==> src/rtl/sbw_pkg.sv <==
// sbw_pkg: shared types and constants for the sector buffer writer.
// Assumes an 8-bit byte stream and an 8-bit valid status byte.
package sbw_pkg;
    // Sector handling mode, captured on the first header byte.
    typedef struct packed {
        logic dec;
        logic wr;
    } sbw_mode_t;

    localparam logic [7:0] STAT3_IDLE  = 8'h80;
    localparam logic [7:0] STAT3_VALID = 8'h00;
endpackage

==> src/rtl/sbw_seq.sv <==
// sbw_seq: counts bytes inside a sector and holds the mode sampled on byte 0.
// Assumes take is asserted at most once per cycle; bytes past the last one
// start a new sector.
module sbw_seq
    import sbw_pkg::*;
#(
    parameter int SECT_N = 2052,
    localparam int CNT_W = $clog2(SECT_N)
) (
    input  logic             clk,
    input  logic             rst_n,
    input  logic             take,
    input  logic             dec_en,
    input  logic             wr_en,
    output logic [CNT_W-1:0] idx,
    output sbw_mode_t        mode,
    output logic             last
);
    sbw_mode_t mode_q;
    logic      first;

    // Byte 0 uses the live controls; later bytes use the held copy.
    always_comb begin
        first = (idx == '0);
        last  = (idx == CNT_W'(SECT_N - 1));
        mode  = first ? '{dec: dec_en, wr: wr_en} : mode_q;
    end

    // Advance the byte index and capture the mode at sector start.
    always_ff @(posedge clk) begin
        if (!rst_n) begin
            idx    <= '0;
            mode_q <= '0;
        end else if (take) begin
            idx <= last ? '0 : idx + 1'b1;
            if (first) mode_q <= mode;
        end
    end
endmodule

==> src/rtl/sbw_ring_addr.sv <==
// sbw_ring_addr: block pointer, write address and ring address generation.
// Assumes the pointer moves only on a committed written sector, so the base
// seen by every byte of a sector is the same.
module sbw_ring_addr #(
    parameter int PTR_W   = 16,
    parameter int RING_AW = 14,
    parameter int STEP    = 2352,
    parameter int CNT_W   = 12
) (
    input  logic               clk,
    input  logic               rst_n,
    input  logic               adv,
    input  logic [CNT_W-1:0]   idx,
    output logic [PTR_W-1:0]   blk_ptr,
    output logic [PTR_W-1:0]   wr_addr,
    output logic [RING_AW-1:0] ring_addr
);
    logic [RING_AW-1:0] base_lo;

    // Target of the current byte: stepped pointer plus index, ring wrapped.
    always_comb begin
        base_lo   = blk_ptr[RING_AW-1:0] + RING_AW'(STEP);
        ring_addr = base_lo + RING_AW'(idx);
    end

    // Step both counters by one raw sector length on commit.
    always_ff @(posedge clk) begin
        if (!rst_n) begin
            blk_ptr <= '0;
            wr_addr <= '0;
        end else if (adv) begin
            blk_ptr <= blk_ptr + PTR_W'(STEP);
            wr_addr <= wr_addr + PTR_W'(STEP);
        end
    end
endmodule

==> src/rtl/sbw_status.sv <==
// sbw_status: header shadow, current header, valid status byte and pending flag.
// Assumes commit only happens on the last byte, after all header bytes are
// shadowed; a commit beats a status read on the same edge.
module sbw_status
    import sbw_pkg::*;
#(
    parameter int HDR_N = 4,
    parameter int CNT_W = 12,
    localparam int HDR_W = 8 * HDR_N
) (
    input  logic             clk,
    input  logic             rst_n,
    input  logic             cap,
    input  logic [CNT_W-1:0] idx,
    input  logic [7:0]       in_data,
    input  logic             commit,
    input  logic             stat3_rd,
    output logic [HDR_W-1:0] hdr_cur,
    output logic [7:0]       stat3,
    output logic             dec_pend_n
);
    logic [HDR_W-1:0] shadow;

    for (genvar k = 0; k < HDR_N; k++) begin : g_hdr
        // Hold header byte k, first byte in the top lane.
        always_ff @(posedge clk) begin
            if (!rst_n)
                shadow[8*(HDR_N-1-k) +: 8] <= '0;
            else if (cap && idx == CNT_W'(k))
                shadow[8*(HDR_N-1-k) +: 8] <= in_data;
        end
    end

    // Publish the header and flags on commit, restore them on status read.
    always_ff @(posedge clk) begin
        if (!rst_n) begin
            hdr_cur    <= HDR_W'(1);
            stat3      <= STAT3_IDLE;
            dec_pend_n <= 1'b1;
        end else if (commit) begin
            hdr_cur    <= shadow;
            stat3      <= STAT3_VALID;
            dec_pend_n <= 1'b0;
        end else if (stat3_rd) begin
            stat3      <= STAT3_IDLE;
            dec_pend_n <= 1'b1;
        end
    end
endmodule

==> src/rtl/sector_buf_writer.sv <==
// sector_buf_writer: takes decoded sectors, latches headers and flags, and
// stores written sectors into a circular buffer at a 2352-byte stride.
// Assumes the source re-presents a sector when sect_adv does not pulse.
module sector_buf_writer
    import sbw_pkg::*;
#(
    parameter int PTR_W   = 16,
    parameter int RING_AW = 14,
    parameter int HDR_N   = 4,
    parameter int DATA_N  = 2048,
    parameter int STEP    = 2352,
    localparam int SECT_N = HDR_N + DATA_N,
    localparam int CNT_W  = $clog2(SECT_N),
    localparam int HDR_W  = 8 * HDR_N
) (
    input  logic               clk,
    input  logic               rst_n,
    input  logic               in_valid,
    input  logic [7:0]         in_data,
    output logic               in_ready,
    input  logic               dec_en,
    input  logic               wr_en,
    input  logic               dec_irq_en,
    input  logic               lvl_en,
    input  logic               stat3_rd,
    output logic               buf_we,
    output logic [RING_AW-1:0] buf_addr,
    output logic [7:0]         buf_wdata,
    output logic               sect_adv,
    output logic [HDR_W-1:0]   hdr_cur,
    output logic [HDR_W-1:0]   hdr_alt,
    output logic [7:0]         stat3,
    output logic               dec_pend_n,
    output logic               irq,
    output logic [PTR_W-1:0]   blk_ptr,
    output logic [PTR_W-1:0]   wr_addr
);
    logic               take;
    logic [CNT_W-1:0]   idx;
    sbw_mode_t          mode;
    logic               last;
    logic               commit;
    logic               adv;
    logic [RING_AW-1:0] ring_addr;

    // Handshake and commit decode.
    always_comb begin
        in_ready = 1'b1;
        take     = in_valid;
        commit   = take && last && mode.dec;
        adv      = commit && mode.wr;
        irq      = !dec_pend_n && dec_irq_en && lvl_en;
        hdr_alt  = '0;
    end

    sbw_seq #(.SECT_N(SECT_N)) u_seq (
        .clk(clk), .rst_n(rst_n), .take(take), .dec_en(dec_en),
        .wr_en(wr_en), .idx(idx), .mode(mode), .last(last)
    );

    sbw_ring_addr #(.PTR_W(PTR_W), .RING_AW(RING_AW), .STEP(STEP), .CNT_W(CNT_W)) u_addr (
        .clk(clk), .rst_n(rst_n), .adv(adv), .idx(idx),
        .blk_ptr(blk_ptr), .wr_addr(wr_addr), .ring_addr(ring_addr)
    );

    sbw_status #(.HDR_N(HDR_N), .CNT_W(CNT_W)) u_stat (
        .clk(clk), .rst_n(rst_n), .cap(take && mode.dec), .idx(idx),
        .in_data(in_data), .commit(commit), .stat3_rd(stat3_rd),
        .hdr_cur(hdr_cur), .stat3(stat3), .dec_pend_n(dec_pend_n)
    );

    // Register the buffer write port and the sector-consumed pulse.
    always_ff @(posedge clk) begin
        if (!rst_n) begin
            buf_we    <= 1'b0;
            buf_addr  <= '0;
            buf_wdata <= '0;
            sect_adv  <= 1'b0;
        end else begin
            buf_we    <= take && mode.dec && mode.wr;
            buf_addr  <= ring_addr;
            buf_wdata <= in_data;
            sect_adv  <= adv;
        end
    end
endmodule

==> config.mk <==
export PLATFORM = sky130hd
export DESIGN_NAME = sector_buf_writer
export DESIGN_NICKNAME = d
export VERILOG_FILES = /design/src/rtl/sbw_pkg.sv /design/src/rtl/sbw_seq.sv /design/src/rtl/sbw_ring_addr.sv /design/src/rtl/sbw_status.sv /design/src/rtl/sector_buf_writer.sv
export SDC_FILE = /design/constraint.sdc
export NUM_CORES = 1
export LEC_CHECK = 0
export BUFFER_PORTS_ARGS = -buffer_cell sky130_fd_sc_hd__buf_2
export CORE_ASPECT_RATIO = 0.5
export CORE_MARGIN = 2
export CORE_UTILIZATION = 53
export DETAILED_ROUTE_END_ITERATION = 10
export GPL_ROUTABILITY_DRIVEN = 0
export GPL_TIMING_DRIVEN = 0
export PLACE_DENSITY = 0.8
export SETUP_SLACK_MARGIN = 0.02
export SLEW_MARGIN = 20
export SYNTH_ARGS = -nofsm -noshare
export SYNTH_HDL_FRONTEND = slang
export SYNTH_SLANG_ARGS = --single-unit
==> constraint.sdc <==
create_clock -name clk -period 3.1 [get_ports clk]
set_clock_uncertainty 0.05 [all_clocks]
set_input_delay 0.155 -clock clk [delete_from_list [all_inputs] [get_ports clk]]
set_output_delay 0.155 -clock clk [all_outputs]
set_load 0.01 [all_outputs]
==> results of run 1 <==
-- per-layer routing --
metal	vias to the layer above	GRT usage	routed length (um)
met5	-	0	0
met4	0	0.09619	260
met3	30	0.05476	819
met2	176	0.3743	6157
met1	2174	0.2977	5739
li1	2349	-	-
-- Yosys cell counts, types with 2 or more instances --
library cell	number
dfxtp_1	127
nor2_1	83
nand2_1	78
buf_4	49
a21oi_1	42
mux2i_1	37
inv_1	25
xnor2_1	25
ha_1	22
clkbuf_1	20
nand3_1	16
and2_1	13
nor3_1	13
o21ai_0	11
nand4_1	7
o21bai_1	6
a211oi_1	5
buf_2	5
nand2b_1	5
xor2_1	5
and3_1	4
nor4_1	4
and4_1	3
o211ai_1	3
and3b_1	2
conb_1	2
nor4b_1	2
o21a_1	2
or3_1	2
-- worst max-delay path: cells and delay by family, from the launching register on --
kind            cells  cell delay (ns)
compound gates      4             0.79
fa+ha+maj           3             0.91
buf+inv             2             0.14
flops               1             0.40
mux                 1             0.24
-- per-stage QoR --
step / cells / hold WS, ns / util
6_report: 956 / 0.01312 / 0.6901
5_1_grt: 956 / 0.005803 / 0.6901
4_1_cts: 956 / 0.004171 / 0.6901
3_5_place_dp: 919 / 0.3907 / 0.6281
3_3_place_gp: 919 / 0.3648 / 0.6281
2_1_floorplan: 681 / 0.2267 / -
-- power by group through the flow --
stage / sequential (mW) / combinational [mW] / clock [mW]
final: 1.67 / 0.226 / 1.93
after floorplan: 1.71 / 0.155 / 0
after CTS: 1.67 / 0.223 / 1.95
after detailed placement: 1.71 / 0.215 / 0
after global placement: 1.71 / 0.213 / 0
after global routing: 1.67 / 0.248 / 2.05
-- flip-flops by register name, indices dropped and copies added, names as in the netlist, 2 cells and up --
signal and flops:
u_addr.blk_ptr 12, u_stat.shadow 32, buf_addr 14, u_seq.idx 12, u_stat.hdr_cur 32, u_addr.wr_addr 12
u_seq.mode_q 2, buf_wdata 8
-- what timing repair did --
item                      in CTS  in global routing
hold endpoints to repair       6                  0
buffers inserted               0                  0
hold buffers                   6                  0
resized for setup              0                  0
-- logic make-up (layout without fill, tap and decap cells) --
kind of cell               count (synthesis)  count (layout)  share of synthesized area
other                                      2              48                   0.001342
xor gates and xnor gates                  30              30                    0.04694
adders and majority gates                 23              23                    0.05275
muxes                                     39              39                    0.07085
AOI/OAI and AO/OA                         74              74                    0.07622
DFF                                      127             127                     0.4542
buffers and inverters                    101             236                     0.1017
and+or+nand+nor                          239             239                     0.1960
-- worst max path at each step --
stage	startpoint	end	cells past startpoint
final	u_addr.blk_ptr[5]	buf_addr[13]	10
after global routing	u_seq.idx[0]	u_stat.hdr_cur[16]	8
after CTS	u_seq.idx[0]	u_stat.hdr_cur[16]	8
after detailed placement	u_seq.idx[0]	u_stat.hdr_cur[23]	8
after global placement	u_seq.idx[0]	u_stat.hdr_cur[22]	8
after floorplan	u_addr.blk_ptr[5]	buf_addr[13]	10
-- cell type report --
class,instances,share of cell area
multi-input cells,453,0.3760
flip-flops and latches,127,0.3595
repair buffers,104,0.07785
plain buffers,75,0.06670
clock buffers,22,0.06564
well taps,140,0.02477
clock inverters,9,0.01575
inverters,26,0.01380
==> flow_summary_export.csv, run 1 <==
group,metric,value,unit
run_status,status,"completed",
sta,finalSetupViolations,0,
synthesis,ys_seq_elements,127,
synthesis,synth_top_cell_area_share,0.4542,
power_and_ir_drop,power,3.830,mW
grt,globalRouteOverflowTotal,0,
synthesis,syn_inst,635,
setup_path,crit_type,"reg -> reg",
sta,maxSlewHeadroom,0.6089,
power_and_ir_drop,vdd_drop_max,0.0003392,V
power_and_ir_drop,switchingPower,853.7,uW
floorplan,die_h,76.67,um
power_and_ir_drop,intPower,2.976,mW
clocking,clk_pin_slew,0.06,ns
sta,finalCriticalPeriod,2.635,ns
placement,io_buffers,98,
setup_path,r2r_slack,0.46,ns
clocking,clockRootBuffer,"clkbuf_16",
synthesis,ys_seq_area_frac,0.4542,
synthesis,ys.flop_type,"dfxtp_1",
finish,fin_nets,843,
worst_hold_path,hold_depth,2,
finish,final_area,7072,um2
routing,postRouteAntennaNets,0,
worst_hold_path,worst_hold_path_type,"in -> reg",
floorplan,start_util,0.5463,
routing,firstDrtPassIters,5,
clocking,numCtsBuffers,17,
routing,post-route-drc-count,0,
setup_path,required,3.35,ns
sta,fmax,379.4,MHz
setup_path,path_max_fanout,5,
finish,diodes,0,
finish,drive_gt1_frac,0.2255,
worst_hold_path,min_from,"in_data[4]",
finish,layout_commonest_cell,"dfxtp_1",
floorplan,die_area,11450,um2
clocking,clockBufferDepth,2,
routing,vias,4729,
floorplan,core_area,10250,um2
setup_path,crit_path_max_incr_delay,0.42,ns
placement,placed_cell_area,6436,um2
power_and_ir_drop,power_frac_comb,0.059,
grt,grt_pass1_wl,20760,um
routing,vias_per_cell,4.947,
grt,grt_pass1_vias,4307,
finish,seqCellArea,2542,um2
sta,fin_crit_sh,0.8501,
power_and_ir_drop,pwr-share-seq,0.437,
job,maxCapViolations,0,
setup_path,path_cells,"inv_1 -> ha_1 -> inv_1 -> ha_1 -> fa_1 -> a21oi_1 -> o21ai_0 -> a211oi_1 -> o21bai_1 -> mux2i_1",
grt,grt_start_max_net_pins,17,
setup_path,worstRegToRegCells,10,
grt,antenna_found_initial,0,
sta,setup_ws,0.4646,ns
finish,layout_common_cells,"dfxtp_1, buf_2, nor2_1",
finish,multi_input_area,2659,um2
placement,pre_cts_ws,0.5357,ns
synthesis,synthArstFlopShare,0,
finish,syn_to_final_growth,26.33,%
routing,totalWireLength,12980,um
setup_path,crit_arrival,2.89,ns
synthesis,synth_edf_count,0,
sta,drv_slew,0,
setup_path,r2r_end,"buf_addr[13]",
synthesis,syn-cell-area,5598,um2
synthesis,ys_types,46,
synthesis,syn_area_per_cell,8.816,um2
grt,grt_usage,0.2312,
sta,hold_viol,0,
floorplan,row_count,26,
synthesis,synth_top_area_cell,"dfxtp_1",
sta,rsz0062_at_grt,"no",
floorplan,fp.dieW,149.3,um
clocking,cts_tree,"built",
setup_path,reg2reg_from,"u_addr.blk_ptr[5]",
finish,nFillCells,852,
setup_path,cp-start-kind,"register",
placement,dp_hpwl,9169,um
synthesis,yosys_warnings,0,
setup_path,cp_slowest_cell,"fa_1",
sta,timing.setup.tns,0,ns
worst_hold_path,whs_endpoint,"buf_wdata[4]",
floorplan,ios,147,
clocking,cts_sinks,127,
routing,drt_iter0_drc,289,
clocking,clock_latency,0.41,ns
routing,wl_per_cell,13.57,um
power_and_ir_drop,clockPowerShare,0.504,
power_and_ir_drop,p_leak,3.358,nW
synthesis,synth_area_leaders,"dfxtp_1, mux2i_1, buf_4, nor2_1, nand2_1",
sta,worst_slew_pin_slew,0.5867,ns
clocking,htreeDepth,4,
setup_path,cp-end-kind,"register",
power_and_ir_drop,powerDensity,541.6,nW/um2
power_and_ir_drop,switching_share,0.2229,
Note: power is estimated with default switching activity, not from simulation.
==> run 2: changes to the inputs <==
- ABC_AREA: unset -> 1
- CORE_UTILIZATION: 53 -> 54
- CTS_CLUSTER_DIAMETER: unset -> 80
- REMOVE_ABC_BUFFERS: unset -> 1
==> run 2 against run 1 <==
  * Fmax up 12%
  * Synthesized cell count increased by 34%
  * Sequential power barely moved
  * Setup slack improved by 0.29 ns
  * Worst hold slack better by 0.11 ns
  * Critical path depth grew 3
  * Wire length increased by 7.7%
  * Die area up 11%
  * Clock power is 10% higher
  * Highest routed layer unchanged
==> flow_summary_export.csv, run 2 <==
group,metric,value,unit
finish,layout_common_cells,"nand2_1, nor2_1, dfxtp_1",
sta,rsz0062_at_grt,"no",
setup_path,cp-end-kind,"register",
worst_hold_path,hold_depth,2,
floorplan,die_h,80.86,um
finish,syn_to_final_growth,15.24,%
setup_path,path_common_cell,"nand2_1",
routing,wl_per_cell,12.55,um
floorplan,die_area,12750,um2
setup_path,crit_type,"reg -> reg",
grt,grt_pass1_vias,4951,
sta,timing.setup.tns,0,ns
clocking,postCtsResizedCells,0,
grt,grt_start_max_net_pins,51,
sta,drv_slew,0,
job,maxCapViolations,0,
sta,worst_slew_pin_slew,0.9313,ns
synthesis,syn_inst,852,
synthesis,synth_top_cell_area_share,0.3985,
clocking,cts_sinks,127,
placement,io_buffers,98,
floorplan,ios,147,
synthesis,synth_most_common_cell,"nand2_1",
finish,reg.largest.list,"u_stat.hdr_cur: 32 flops, u_stat.shadow: 32 flops, buf_addr: 14 flops",
clocking,cts_tree,"built",
finish,fin_nets,981,
setup_path,path_cells,"inv_1 -> ha_1 -> inv_1 -> ha_1 -> fa_1 -> nand2_1 -> inv_1 -> o21ai_0 -> nand2_1 -> a21o_1 -> nand2_1 -> nand2_1 -> nor2_1",
routing,firstDrtPassIters,5,
routing,totalWireLength,13980,um
setup_path,path_max_fanout,5,
floorplan,row_count,27,
sta,maxSlewHeadroom,0.3782,
worst_hold_path,worst_hold_path_type,"in -> reg",
sta,setup_ws,0.7546,ns
routing,drt_iter0_drc,391,
clocking,clockBufferDepth,2,
synthesis,yosys-top-cells-count,"nand2_1, nor2_1, dfxtp_1, inv_1, a21oi_1",
synthesis,ys.flop_type,"dfxtp_1",
synthesis,synth_top_area_cell,"dfxtp_1",
finish,drive_gt1_frac,0.1707,
routing,vias,5544,
synthesis,syn_area_per_cell,7.488,um2
placement,place_inst,1073,
power_and_ir_drop,p_leak,3.435,nW
grt,globalRouteOverflowTotal,0,
clocking,clock_latency,0.42,ns
finish,nFillCells,995,
sta,hold_viol,0,
setup_path,cp_slowest_cell,"dfxtp_1",
synthesis,syn-cell-area,6380,um2
setup_path,cp-start-kind,"register",
routing,post-route-drc-count,0,
power_and_ir_drop,powerDensity,549.8,nW/um2
sta,finalCriticalPeriod,2.345,ns
placement,dp_hpwl,9216,um
synthesis,yosys_warnings,0,
synthesis,synth_edf_count,0,
floorplan,core_area,11250,um2
synthesis,synth_area_leaders,"dfxtp_1, nand2_1, nor2_1, buf_4, inv_1",
routing,vias_per_cell,4.977,
clocking,htreeDepth,4,
grt,grt_pass1_wl,22630,um
synthesis,ys_seq_elements,127,
placement,pre_cts_ws,0.7940,ns
clocking,numCtsBuffers,17,
sta,holdWs,0.1276,ns
finish,stdcell_count,1114,
power_and_ir_drop,vdd_drop_max,0.0003600,V
floorplan,fp.dieW,157.7,um
clocking,clk_pin_slew,0.06,ns
routing,postRouteAntennaNets,0,
grt,grt_usage,0.2242,
clocking,clockRootBuffer,"clkbuf_16",
synthesis,ys_types,39,
run_status,status,"completed",
setup_path,crit_path_max_incr_delay,0.43,ns
setup_path,crit_arrival,2.65,ns
finish,layout_commonest_cell,"nand2_1",
power_and_ir_drop,power,4.042,mW
finish,diodes,0,
sta,fmax,426.4,MHz
setup_path,required,3.40,ns
floorplan,start_util,0.5671,
setup_path,worstRegToRegCells,13,
sta,fin_crit_sh,0.7566,
grt,antenna_found_initial,0,
synthesis,ys_seq_area_frac,0.3985,
synthesis,synthArstFlopShare,0,
sta,finalSetupViolations,0,
-- run 2: cells by family after synthesis --
kind of cell               synth area share
other                              0.001177
adders and majority gates           0.04628
DFF                                  0.3985
and+or+nand+nor                      0.2910
AOI/OAI and AO/OA                   0.09629
buffers and inverters                0.1530
xor gates and xnor gates            0.01373
-- run 2: area by class of cell --
type | count | area (um2) | area share
multi-input cells | 601 | 3034 | 0.4127
flip-flops and latches | 127 | 2542 | 0.3458
repair buffers | 109 | 628.1 | 0.08543
clock buffers | 17 | 425.4 | 0.05786
inverters | 86 | 322.8 | 0.04391
clock inverters | 15 | 200.2 | 0.02723
well taps | 159 | 198.9 | 0.02706
-- run 2: critical path: cells and delay by family, from the launching register on --
family          cells  cell delay, ns
buf+inv             3            0.21
flops               1            0.43
fa+ha+maj           3            0.88
simple gates        5            0.40
compound gates      2            0.33
-- run 2: power breakdown --
group | internal (mW) | switching [mW] | total (mW)
sequential | 1.66 | 0.0126 | 1.67
combinational | 0.0663 | 0.176 | 0.242
clock | 1.30 | 0.831 | 2.13
total | 3.02 | 1.02 | 4.04
-- run 2: what timing repair did --
item	in CTS	in global routing
hold endpoints to repair	9	0
hold buffers	9	0
setup buffers	0	0
-- run 2: through the flow --
stage,cell area [um2],util
after floorplan,5899,-
after global placement,6589,0.5857
after detailed placement,6636,0.5899
after CTS,7352,0.6535
after global routing,7352,0.6535
final,7352,0.6535
-- run 2: worst paths after layout --
path / start / end / slack [ns]
setup reg to reg: u_addr.blk_ptr[5] / buf_addr[11] / 0.75
hold / removal: rst_n / u_stat.stat3[7] / 0.13
hold reg to reg: u_stat.shadow[24] / u_stat.shadow[24] / 0.39
setup / recovery: u_addr.blk_ptr[5] / buf_addr[11] / 0.75
-- run 2: layer usage --
metal	up-vias	GRT usage	routed length, um
met5	-	0	0
met2	201	0.3787	6265
li1	2824	-	-
met3	21	0.05390	969
met1	2498	0.2842	6546
met4	0	0.07727	198
==> run 3: changes to the inputs <==
- clock period: 3.1 -> 2.3 ns (I/O delays scaled with it)
==> run 3 against run 2 <==
  * Setup slack worse by 0.60 ns
  * Power is 35% higher
  * Fmax is 9.5% higher
  * Non-clock buffer count is 1 higher
  * First-iteration DRC count is 2.0% higher
  * Register-to-register slack worse by 0.60 ns
  * Combinational power is 39% higher
  * Sequential power is 35% higher
  * Final area is 0.80% higher
  * Critical path depth is 1 lower
==> flow_summary_export.csv, run 3 (synthesis results as in run 2) <==
group,metric,value,unit
run_status,status,"completed",
routing,firstDrtPassIters,5,
setup_path,cp_num_cells,12,
setup_path,path_buf_inv,1,
finish,drive_gt1_frac,0.1785,
routing,totalWireLength,14260,um
job,maxCapViolations,0,
power_and_ir_drop,p_leak,3.430,nW
setup_path,path_common_cell,"nand2_4",
sta,drv_slew,0,
setup_path,crit_path_max_incr_delay,0.40,ns
floorplan,fp.dieW,157.7,um
sta,worst_slew_pin_slew,0.9163,ns
setup_path,worstRegToRegCells,12,
setup_path,cp-start-kind,"register",
worst_hold_path,hold_depth,2,
clocking,cts_sinks,127,
sta,fin_crit_sh,0.9312,
finish,layout_common_cells,"nand2_1, nor2_1, dfxtp_1",
finish,syn_to_final_growth,16.16,%
grt,grt_usage,0.2242,
sta,rsz0062_at_grt,"yes",
setup_path,path_delay_family,"simple AND/OR/NAND/NOR gates",
sta,setup_ws,0.1581,ns
power_and_ir_drop,powerDensity,736.1,nW/um2
finish,diodes,0,
grt,globalRouteOverflowTotal,0,
setup_path,crit_type,"reg -> reg",
floorplan,start_util,0.5671,
floorplan,die_h,80.86,um
finish,fin_nets,984,
sta,timing.setup.tns,0,ns
grt,grt_start_max_net_pins,51,
placement,placed_cell_area,6636,um2
clocking,clk_pin_slew,0.06,ns
finish,nFillCells,990,
setup_path,crit_arrival,2.40,ns
clocking,clockBufferDepth,2,
clocking,clockRootBuffer,"clkbuf_16",
clocking,numCtsBuffers,17,
sta,maxSlewHeadroom,0.3883,
floorplan,core_area,11250,um2
setup_path,required,2.56,ns
setup_path,cp-end-kind,"register",
setup_path,cp_slowest_cell,"dfxtp_1",
finish,layout_commonest_cell,"nand2_1",
floorplan,die_area,12750,um2
clocking,cts_tree,"built",
routing,wl_per_cell,12.76,um
sta,hold_viol,0,
clocking,htreeDepth,4,
finish,reg.largest.list,"u_stat.hdr_cur: 32 flops, u_stat.shadow: 32 flops, buf_addr: 14 flops",
floorplan,ios,147,
placement,dp_hpwl,9216,um
power_and_ir_drop,vdd_drop_max,0.0004874,V
finish,fin_util,0.6588,
clocking,clock_latency,0.42,ns
routing,drt_iter0_drc,399,
sta,finalCriticalPeriod,2.142,ns
grt,grt_pass1_wl,22630,um
setup_path,path_cells,"inv_1 -> ha_1 -> nand2_4 -> nor2_8 -> nand2_2 -> nand2_4 -> nand2_8 -> nand2_4 -> nor2_8 -> nand2_1 -> nand2_1 -> nor2_1",
routing,vias,5593,
worst_hold_path,worst_hold_path_type,"in -> reg",
setup_path,path_max_fanout,32,
routing,post-route-drc-count,0,
placement,pre_cts_ws,-0.006032,ns
finish,final_area,7411,um2
sta,finalSetupViolations,0,
sta,fmax,466.9,MHz
placement,io_buffers,98,
routing,vias_per_cell,5.007,
grt,antenna_found_initial,0,
floorplan,row_count,27,
sta,holdWs,0.09262,ns
grt,grt_pass1_vias,4951,
routing,postRouteAntennaNets,0,
[run 3: cell count changes in the layout (fill, tap and decap cells not counted), sizes merged]
cell    change
nand3       +1
buf         +1
inv         -1
a21oi       +1
clkinv      +1
[run 3: where the power goes]
part / switching [mW] / internal, mW / total (mW) / leakage (nW)
Combinational: 0.246 / 0.0907 / 0.337 / 2.09
Sequential: 0.0170 / 2.23 / 2.25 / 1.03
Clock: 1.12 / 1.75 / 2.87 / 0.307
Total: 1.38 / 4.07 / 5.45 / 3.43
[run 3: final timing paths]
path	slack (ns)	from	end
worst max-delay path	0.16	u_seq.idx[0]	u_stat.shadow[15]
worst min-delay path	0.09	rst_n	u_stat.stat3[7]
worst max register to register	0.16	u_seq.idx[0]	u_stat.shadow[15]
worst min register to register	0.39	u_stat.shadow[24]	u_stat.shadow[24]
[run 3: cell type report]
| class | instances | area, um2 | share of cell area |
|---|---|---|---|
| multi-input cells | 603 | 3079 | 0.4155 |
| flip-flops and latches | 127 | 2547 | 0.3437 |
| inverters | 86 | 324.1 | 0.04373 |
| repair buffers | 110 | 635.6 | 0.08577 |
| clock inverters | 15 | 200.2 | 0.02701 |
| well taps | 159 | 198.9 | 0.02684 |
| clock buffers | 17 | 425.4 | 0.05740 |
[run 3: routing by layer]
metal	vias up	wire length, um	part of all wire	global-route usage
met5	-	0	0	0
met3	18	1030	0.072	0.05390
met2	209	6382	0.45	0.3787
met1	2534	6661	0.47	0.2842
met4	0	181	0.013	0.07727
li1	2832	-	-	-
[run 3: timing repair]
action                     in CTS  in global routing
pin swaps                       0                  3
setup endpoints to repair       5                 39
hold endpoints to repair       20                  0
resized for setup               2                  8
buffers inserted                0                  1
hold buffers                    9                  0
gates cloned                    0                  2
[run 3: per-stage QoR]
stage,total power [mW],std cells
after global placement,2.602,1071
after CTS,5.485,1114
after detailed placement,2.613,1073
after floorplan,2.501,814
final,5.455,1117
after global routing,5.617,1117
